$ cat config.mk
export PLATFORM = sky130hd
export DESIGN_NAME = serial_port
export DESIGN_NICKNAME = d
export VERILOG_FILES = /design/src/rtl/serial_port.sv
export SDC_FILE = /design/constraint.sdc
export NUM_CORES = 1
export LEC_CHECK = 0
export BUFFER_PORTS_ARGS = -buffer_cell sky130_fd_sc_hd__buf_4
export CORE_MARGIN = 2
export CORE_UTILIZATION = 45
export DETAILED_ROUTE_END_ITERATION = 10
export PLACE_DENSITY_LB_ADDON = 0.05
export SKIP_LAST_GASP = 1
export SYNTH_ARGS = -nofsm -noshare
export SYNTH_HDL_FRONTEND = slang
export SYNTH_SLANG_ARGS = --single-unit
$ cat constraint.sdc
create_clock -name clk -period 2.5 [get_ports clk]
set_input_delay 0 -clock clk [delete_from_list [all_inputs] [get_ports clk]]
set_output_delay 0 -clock clk [all_outputs]
set_load 0.1 [all_outputs]
$ cat src/rtl/serial_port.sv
module serial_port #(
  parameter int SHIFT_DIV = 12,
  parameter int FIX_DIV   = 4
) (
  input  logic       clk,
  input  logic       rst_n,
  input  logic       ctl_we,
  input  logic [7:0] ctl_wdata,
  input  logic       buf_we,
  input  logic [7:0] buf_wdata,
  input  logic       dbl,
  input  logic       tmr_ovf,
  input  logic       rxd_in,
  output logic [7:0] ctl_q,
  output logic [7:0] rxbuf_q,
  output logic       txd,
  output logic       rxd_o,
  output logic       rxd_oe
);
  localparam int DW   = $clog2(SHIFT_DIV);
  localparam int FW   = $clog2(FIX_DIV);
  localparam int HALF = SHIFT_DIV / 2;

  logic [7:0]    ctl, rxbuf;
  logic          rs1, rs2;
  logic [FW-1:0] fcnt;
  logic          ovf_t;
  logic          m0_act, m0_tx;
  logic [DW-1:0] m0_div;
  logic [2:0]    m0_bit;
  logic [7:0]    m0_sh;
  logic          tx_act;
  logic [10:0]   tx_sh;
  logic [3:0]    tx_ph, tx_cnt;
  logic          rx_act;
  logic [3:0]    rx_ph, rx_bit;
  logic [8:0]    rx_sh;
  logic [1:0]    rx_v;

  wire [1:0] mode  = ctl[7:6];
  wire       nine  = ctl[7];
  wire       m0    = (mode == 2'b00);
  wire [3:0] last  = nine ? 4'd10 : 4'd9;

  wire [FW-1:0] flim     = dbl ? FW'(FIX_DIV/2 - 1) : FW'(FIX_DIV - 1);
  wire          tick_fix = (fcnt >= flim);
  wire          tick_var = tmr_ovf & (dbl | ovf_t);
  wire          s_tick   = (mode == 2'b10) ? tick_fix : (ctl[6] & tick_var);

  wire m0_go_tx = m0 & ~m0_act & buf_we;
  wire m0_go_rx = m0 & ~m0_act & ~buf_we & ctl[4] & ~ctl[0];
  wire m0_step  = m0_act & (m0_div == DW'(SHIFT_DIV - 1));
  wire m0_end   = m0_step & (m0_bit == 3'd7);

  wire tx_go  = ~m0 & ~tx_act & buf_we;
  wire tx_end = tx_act & s_tick & (tx_ph == 4'd15) & (tx_cnt == last);

  wire rx_go   = ~m0 & ~rx_act & ctl[4] & s_tick & ~rs2;
  wire rx_dec  = rx_act & s_tick & (rx_ph == 4'd9);
  wire rx_vote = (rx_v[0] & rx_v[1]) | (rx_v[0] & rs2) | (rx_v[1] & rs2);
  wire rx_fin  = rx_dec & (rx_bit == last);
  wire rx_keep = ~nine | ~ctl[5] | rx_sh[8];

  wire ti_set = (m0_end & m0_tx) | tx_end;
  wire ri_set = (m0_end & ~m0_tx) | (rx_fin & rx_keep);

  assign ctl_q   = ctl;
  assign rxbuf_q = rxbuf;
  assign rxd_o   = m0_sh[0];
  assign rxd_oe  = m0 & m0_act & m0_tx;
  assign txd     = m0 ? (m0_act ? (m0_div >= DW'(HALF)) : 1'b1)
                      : (tx_act ? tx_sh[0] : 1'b1);

  always_ff @(posedge clk or negedge rst_n) begin
    if (!rst_n) begin
      rs1   <= 1'b1;
      rs2   <= 1'b1;
      fcnt  <= '0;
      ovf_t <= 1'b0;
    end else begin
      rs1   <= rxd_in;
      rs2   <= rs1;
      fcnt  <= tick_fix ? '0 : fcnt + 1'b1;
      if (tmr_ovf) ovf_t <= ~ovf_t;
    end
  end

  always_ff @(posedge clk or negedge rst_n) begin
    if (!rst_n) begin
      ctl   <= '0;
      rxbuf <= '0;
    end else begin
      if (ctl_we) ctl <= ctl_wdata;
      if (ti_set) ctl[1] <= 1'b1;
      if (ri_set) ctl[0] <= 1'b1;
      if (rx_fin & rx_keep) ctl[2] <= nine ? rx_sh[8] : rx_vote;
      if (m0_end & ~m0_tx)
        rxbuf <= {rs2, m0_sh[7:1]};
      else if (rx_fin & rx_keep)
        rxbuf <= nine ? rx_sh[7:0] : rx_sh[8:1];
    end
  end

  always_ff @(posedge clk or negedge rst_n) begin
    if (!rst_n) begin
      m0_act <= 1'b0;
      m0_tx  <= 1'b0;
      m0_div <= '0;
      m0_bit <= '0;
      m0_sh  <= '1;
    end else if (!m0) begin
      m0_act <= 1'b0;
    end else if (m0_go_tx || m0_go_rx) begin
      m0_act <= 1'b1;
      m0_tx  <= m0_go_tx;
      m0_div <= '0;
      m0_bit <= '0;
      m0_sh  <= m0_go_tx ? buf_wdata : 8'hFF;
    end else if (m0_act) begin
      if (m0_step) begin
        m0_div <= '0;
        m0_sh  <= {m0_tx ? 1'b1 : rs2, m0_sh[7:1]};
        m0_bit <= m0_bit + 1'b1;
        if (m0_bit == 3'd7) m0_act <= 1'b0;
      end else begin
        m0_div <= m0_div + 1'b1;
      end
    end
  end

  always_ff @(posedge clk or negedge rst_n) begin
    if (!rst_n) begin
      tx_act <= 1'b0;
      tx_sh  <= '1;
      tx_ph  <= '0;
      tx_cnt <= '0;
    end else if (m0) begin
      tx_act <= 1'b0;
    end else if (tx_go) begin
      tx_act <= 1'b1;
      tx_sh  <= nine ? {1'b1, ctl[3], buf_wdata, 1'b0} : {2'b11, buf_wdata, 1'b0};
      tx_ph  <= '0;
      tx_cnt <= '0;
    end else if (tx_act && s_tick) begin
      tx_ph <= tx_ph + 1'b1;
      if (tx_ph == 4'd15) begin
        tx_sh  <= {1'b1, tx_sh[10:1]};
        tx_cnt <= tx_cnt + 1'b1;
        if (tx_cnt == last) tx_act <= 1'b0;
      end
    end
  end

  always_ff @(posedge clk or negedge rst_n) begin
    if (!rst_n) begin
      rx_act <= 1'b0;
      rx_ph  <= '0;
      rx_bit <= '0;
      rx_sh  <= '0;
      rx_v   <= '0;
    end else if (m0) begin
      rx_act <= 1'b0;
    end else if (rx_go) begin
      rx_act <= 1'b1;
      rx_ph  <= '0;
      rx_bit <= '0;
    end else if (rx_act && s_tick) begin
      rx_ph <= rx_ph + 1'b1;
      if (rx_ph == 4'd7) rx_v[0] <= rs2;
      if (rx_ph == 4'd8) rx_v[1] <= rs2;
      if (rx_ph == 4'd15) rx_bit <= rx_bit + 1'b1;
      if (rx_dec) begin
        if (rx_bit == 4'd0 && rx_vote) rx_act <= 1'b0;
        else if (rx_bit == last) rx_act <= 1'b0;
        else if (rx_bit != 4'd0) rx_sh <= {rx_vote, rx_sh[8:1]};
      end
    end
  end
endmodule


* Yosys cells after proc, flatten, opt, wreduce, memory -nomap -nowiden *
Cells that the tools add are included.
Widths: inputs -> output; s select.

cells by class
  order comparisons = 2
  add/subtract/negate cells = 7
  bitwise gates (word level) = 50
  muxes and demuxes = 56
  reduce and logical (&&, ||, !) cells = 35
  equal/unequal tests = 10

operators with widths
  kind                 count
  $mux 8               7
  $mux 4               13
  $mux 11              3
  $and 1x1->1          29
  $mux 1               25
  $add 4x1->4 const B  5
  $eq 4x4->1 const B   5
  $reduce_bool 2->1    10
  $reduce_and 3->1     5
  $reduce_bool 3->1    5
  $not 1->1            14
  $mux 3               4
  $mux 10              1
  $eq 4x4->1           2
  $reduce_and 2->1     4
  $reduce_and 4->1     2
  $reduce_bool 4->1    2
  $or 1x1->1           7
  $reduce_and 7->1     1
  $mux 2               3
  $eq 4x3->1 const B   1
  $ge 4x3->1 const B   1
  $logic_not 4->1      1
  $add 3x1->3 const B  1
  other kinds (7)      9

word-level totals
  input port bits = 23
  word-level logic and storage cells = 184
  bits in registers = 78
  output and inout port bits = 19

* Depth between registers and ports, before layout *
  depth after elaboration = 10
  mapped depth = 8
  gate-level depth less buffers = 5

* Worst setup path before layout *
OpenSTA, ideal clock, no wires.

  path type = register to output
  start = reg ctl[6] (netlist: ctl_q[6])
  end = out txd
  stages on the path, launching flop included = 5
  arrival = 3.036 ns
  slack = -0.536 ns
  buffers on the path = 2
  data required time = 2.500 ns
  cells stage by stage = dfrtp_1 buf_4 or2_2 clkbuf_1 a31oi_1

between the ends
  longest elaborated chain between the ends = 2

RTL lines
  element                   line  text
  start: declaration        24    logic [7:0] ctl, rxbuf;
  start signal: assignment  93    if (ctl_we) ctl <= ctl_wdata;
  $logic_not 2->1           42    wire m0 = (mode == 2'b00);
  $mux 1                    71    assign txd = m0 ? (m0_act ? (m0_div >= DW'(HALF)) : 1'b1)
  end: declaration          16    output logic txd,

No other way between the ends.

* Final worst setup path *
  start = reg fcnt[1]
  end = reg tx_sh[5]

between the ends
  longest elaborated chain between the ends = 5

RTL lines
  element                             line  text
  start: declaration                  26    logic [FW-1:0] fcnt;
  start signal: assignment            83    fcnt <= tick_fix ? '0 : fcnt + 1'b1;
  $ge 2x2->1                          46    wire tick_fix = (fcnt >= flim);
  $mux 1                              48    wire s_tick = (mode == 2'b10) ? tick_fix : (ctl[6] & tick_var);
  $logic_and 1x1->1                   144   end else if (tx_act && s_tick) begin
  $reduce_bool 2->1 (no source line)  -
  $reduce_and 3->1 (no source line)   -
  end signal: assignment              141   tx_sh <= nine ? {1'b1, ctl[3], buf_wdata, 1'b0} : {2'b11, buf_wdata, 1'b0};
  end signal: assignment              147   tx_sh <= {1'b1, tx_sh[10:1]};
  end: declaration                    33    logic [10:0] tx_sh;

No other way between the ends.
A chain may end at the register's enable or synchronous reset.

==> impl_metrics.csv <==
group,metric,value,unit
outcome,status,"complete, no violations",
yosys,synth_edf_count,0,
critical_path,crit_family,"compound AO/OA/AOI/OAI gates",
clock_tree,cts.path.max_buffers,2,
critical_path,crit_path_top_delay_cell,"a21o_1",
placement,port_buffers,41,
critical_path,critical_path.most_common_cell,"a21o_1",
floorplan,die-area,9710,um2
floorplan,floorplan.rows,34,
critical_path,worstPathMaxFanout,14,
yosys,synth_warnings,0,
yosys,synth-seq-cells,77,
yosys,synth_ff_type,"dfrtp_1",
grt,grt.total_usage,0.202,
placement,dpl.hpwl,6240,um
yosys,synth_top_area_share,0.354,
yosys,syn_avg_cell_area,10.6,um2
pwr,vdd_drop_max,0.470,mV
floorplan,core_area,8680,um2
timing,finalCritPeriodShare,0.861,
timing,timing.hold.ws,0.00778,ns
yosys,synth_top_area_cell,"dfrtp_1",
timing,period_minus_slack,2.15,ns
route,viasPerCell,5.71,
timing,worst_pin_slew,1.00,ns
timing,finalHoldViolations,0,
clock_tree,tritoncts,"done",
yosys,ys_async_sr_fraction,1.00,
critical_path,crit_buf_inv,0,
timing,worst_clock_skew,0.0178,ns
clock_tree,insertion_delay,0.35,ns
clock_tree,clockRootBuffer,"clkbuf_8",
yosys,syn-cell-area,4020,um2
timing,final-setup-viol-count,0,
clock_tree,cts_buffers,9,
timing,max_clock_freq,465,MHz
critical_path,path_cells,"ha_1, a21o_1, a21o_1, nand2_1, a221o_1",
timing,slew_viol_final,0,
critical_path,end_kind,"flop",
pwr,leakage,2.21,nW
finish,diodes,0,
run,cap_viol_max_count,0,
placement,place_congestion,0.822,
route,first_pass_iters,5,
route,drt_iter0_markers,123,
grt,grt_pass1_vias,3114,
floorplan,boundaryPins,42,
min_path,min_path_type,"in -> reg",
grt,antenna_found_initial,0,
grt,grt_max_degree,78,
critical_path,start_kind,"flop",
finish,fillCellCount,785,
route,remaining_drc_errors,0,
floorplan,die_h,98.6,um
critical_path,crit_type,"reg -> reg",
finish,syn_to_final_growth,20.3,%
route,final_antenna_net_count,0,
clock_tree,cts_max_level,3,
yosys,yosysSeqAreaShare,0.485,
grt,grt_use_met1,0.291,
critical_path,arrival,2.42,ns
floorplan,die_x,98.6,um
route,vias,3157,
yosys,yosys.cell_types.count,55,
grt,top_usage_layer,"met2",
floorplan,start_util,0.464,
critical_path,cpPeakStageDelay,0.44,ns
grt,grt_pass1_wl,15700,um
grt,gr-total-overflow,0,
timing,tns,0,ns
grt,met3_usage,0.0369,
clock_tree,clock-sinks,77,
clock_tree,path_clk_slew,0.09,ns
timing,slew_headroom,0.332,
timing,rsz0062_at_grt,"no",
yosys,syn-num-nets,414,
pwr,power_density,715,nW/um2
route,totalWireLength,9390,um
finish,final_nets,475,
critical_path,required,2.77,ns
grt,gr-usage-met2,0.310,
yosys,synth_cells,379,
route,wl_per_cell,17.0,um
finish,final_layout_size_suffix_gt1_frac,0.254,
yosys,synthTopCellsByArea,"dfrtp_1 35%, dfstp_2 13%, ha_1 3.7%",
## synth_stat cells, types with 10 or more instances
master / count
inv_1: 18
dfrtp_1: 57
nand2_1: 27
and3_1: 10
dfstp_2: 20
mux2i_1: 11
a21oi_1: 25
ha_1: 12
nor2_1: 10
mux2_2: 12
o21ai_0: 25
a31oi_1: 12
nand3_1: 14
nor2b_1: 11
## worst register-to-register path: stages (launching register included)
cell     delay [ns]
dfrtp_1        0.41
ha_1           0.30
a21o_1         0.18
a21o_1         0.44
nand2_1        0.36
a221o_1        0.38
## metal layers
metal	up-vias	wire [um]
met4	0	106
met5	-	0
met3	8	349
met2	75	4310
met1	1552	4630
li1	1522	-
## timing repair
action / 4_1_cts / 5_1_grt
gates resized for setup: 0 / 0
setup buffers: 0 / 0
setup endpoints to repair: 0 / 0
hold endpoints to repair: 82 / 0
hold buffers: 22 / 0
## power by group
part           switching, mW  internal (mW)  leakage [nW]
combinational          0.472          0.299          1.19
sequential             0.186           1.51         0.925
clock                  0.481          0.516         0.102
total                   1.14           2.32          2.21
## final cells by class
| type | instances | area [um2] | share of cell area |
|---|---|---|---|
| multi-input combinational | 264 | 1890 | 0.391 |
| clock inverter | 5 | 58.8 | 0.0122 |
| clock buffer | 11 | 151 | 0.0313 |
| timing repair buffer | 70 | 581 | 0.120 |
| sequential | 77 | 1950 | 0.403 |
| inverter | 18 | 67.6 | 0.0140 |
| tap | 108 | 135 | 0.0279 |
## stage by stage
step / cells / instance area [um2] / utilization / setup WS (ns) / power, mW
finish: 553 / 4840 / 0.558 / 0.348 / 3.46
global route: 553 / 4840 / 0.558 / 0.180 / 3.66
CTS: 553 / 4840 / 0.558 / 0.355 / 3.50
detailed placement: 515 / 4410 / 0.508 / 0.369 / 2.46
global placement: 515 / 4410 / 0.508 / 0.421 / 2.45
floorplan: 379 / 4030 / - / 0.0171 / 2.24
## registers in the layout, summed over array words and instances, names as in the netlist, 2 cells and up
| signal | cells |
|---|---|
| tx_sh | 10 |
| tx_ph | 4 |
| rx_bit | 4 |
| m0_div | 4 |
| ctl_q | 8 |
| rx_ph | 4 |
| m0_sh | 8 |
| rx_v | 2 |
| m0_bit | 3 |
| rx_sh | 9 |
| fcnt | 2 |
| rxbuf_q | 8 |
| tx_cnt | 4 |
## final timing paths
kind | from | to | slack (ns) | depth (start not counted)
setup / recovery | fcnt[1]$_DFF_PN0_ | tx_sh[5]$_DFFE_PN1P_ | 0.35 | 5
hold / removal | dbl | fcnt[0]$_DFF_PN0_ | 0.008 | 3
setup reg to reg | fcnt[1]$_DFF_PN0_ | tx_sh[5]$_DFFE_PN1P_ | 0.35 | 5
hold reg to reg | rs1$_DFF_PN1_ | rs2$_DFF_PN1_ | 0.36 | 0
max in group asynchronous | rst_n | rxbuf_q[0]$_DFFE_PN0P_ | 1.49 | 2
min in group asynchronous | rst_n | fcnt[0]$_DFF_PN0_ | 0.33 | 2
## cells by family after synthesis
kind of cell | share of synthesized area
DFF | 0.485
adders and majority gates | 0.0398
AOI/OAI and AO/OA | 0.178
xor gates and xnor gates | 0.00435
muxes | 0.0945
and+or+nand+nor | 0.152
buffers and inverters | 0.0457
## placed cells by master (no fill, tap or decap), types with 3 or more instances in the layout
master / netlist / layout
a21o_1: 4 / 4
a21oi_1: 25 / 25
a221o_1: 7 / 7
a31oi_1: 12 / 11
a41o_1: 4 / 4
and3_1: 10 / 10
and3b_1: 4 / 4
buf_4: 4 / 48
clkbuf_8: 0 / 11
dfrtp_1: 57 / 57
dfstp_2: 20 / 20
dlygate4sd3_1: 0 / 22
ha_1: 12 / 12
inv_1: 18 / 18
mux2_2: 12 / 12
mux2_4: 9 / 9
mux2i_1: 11 / 11
nand2_1: 27 / 27
nand3_1: 14 / 14
nand3b_1: 3 / 3
nor2_1: 10 / 10
nor2b_1: 11 / 11
nor3_1: 5 / 5
nor4_1: 5 / 5
o21ai_0: 25 / 25
o22ai_1: 7 / 7
o31ai_1: 9 / 9
or3_1: 6 / 6
(Power assumes the default switching activity.)
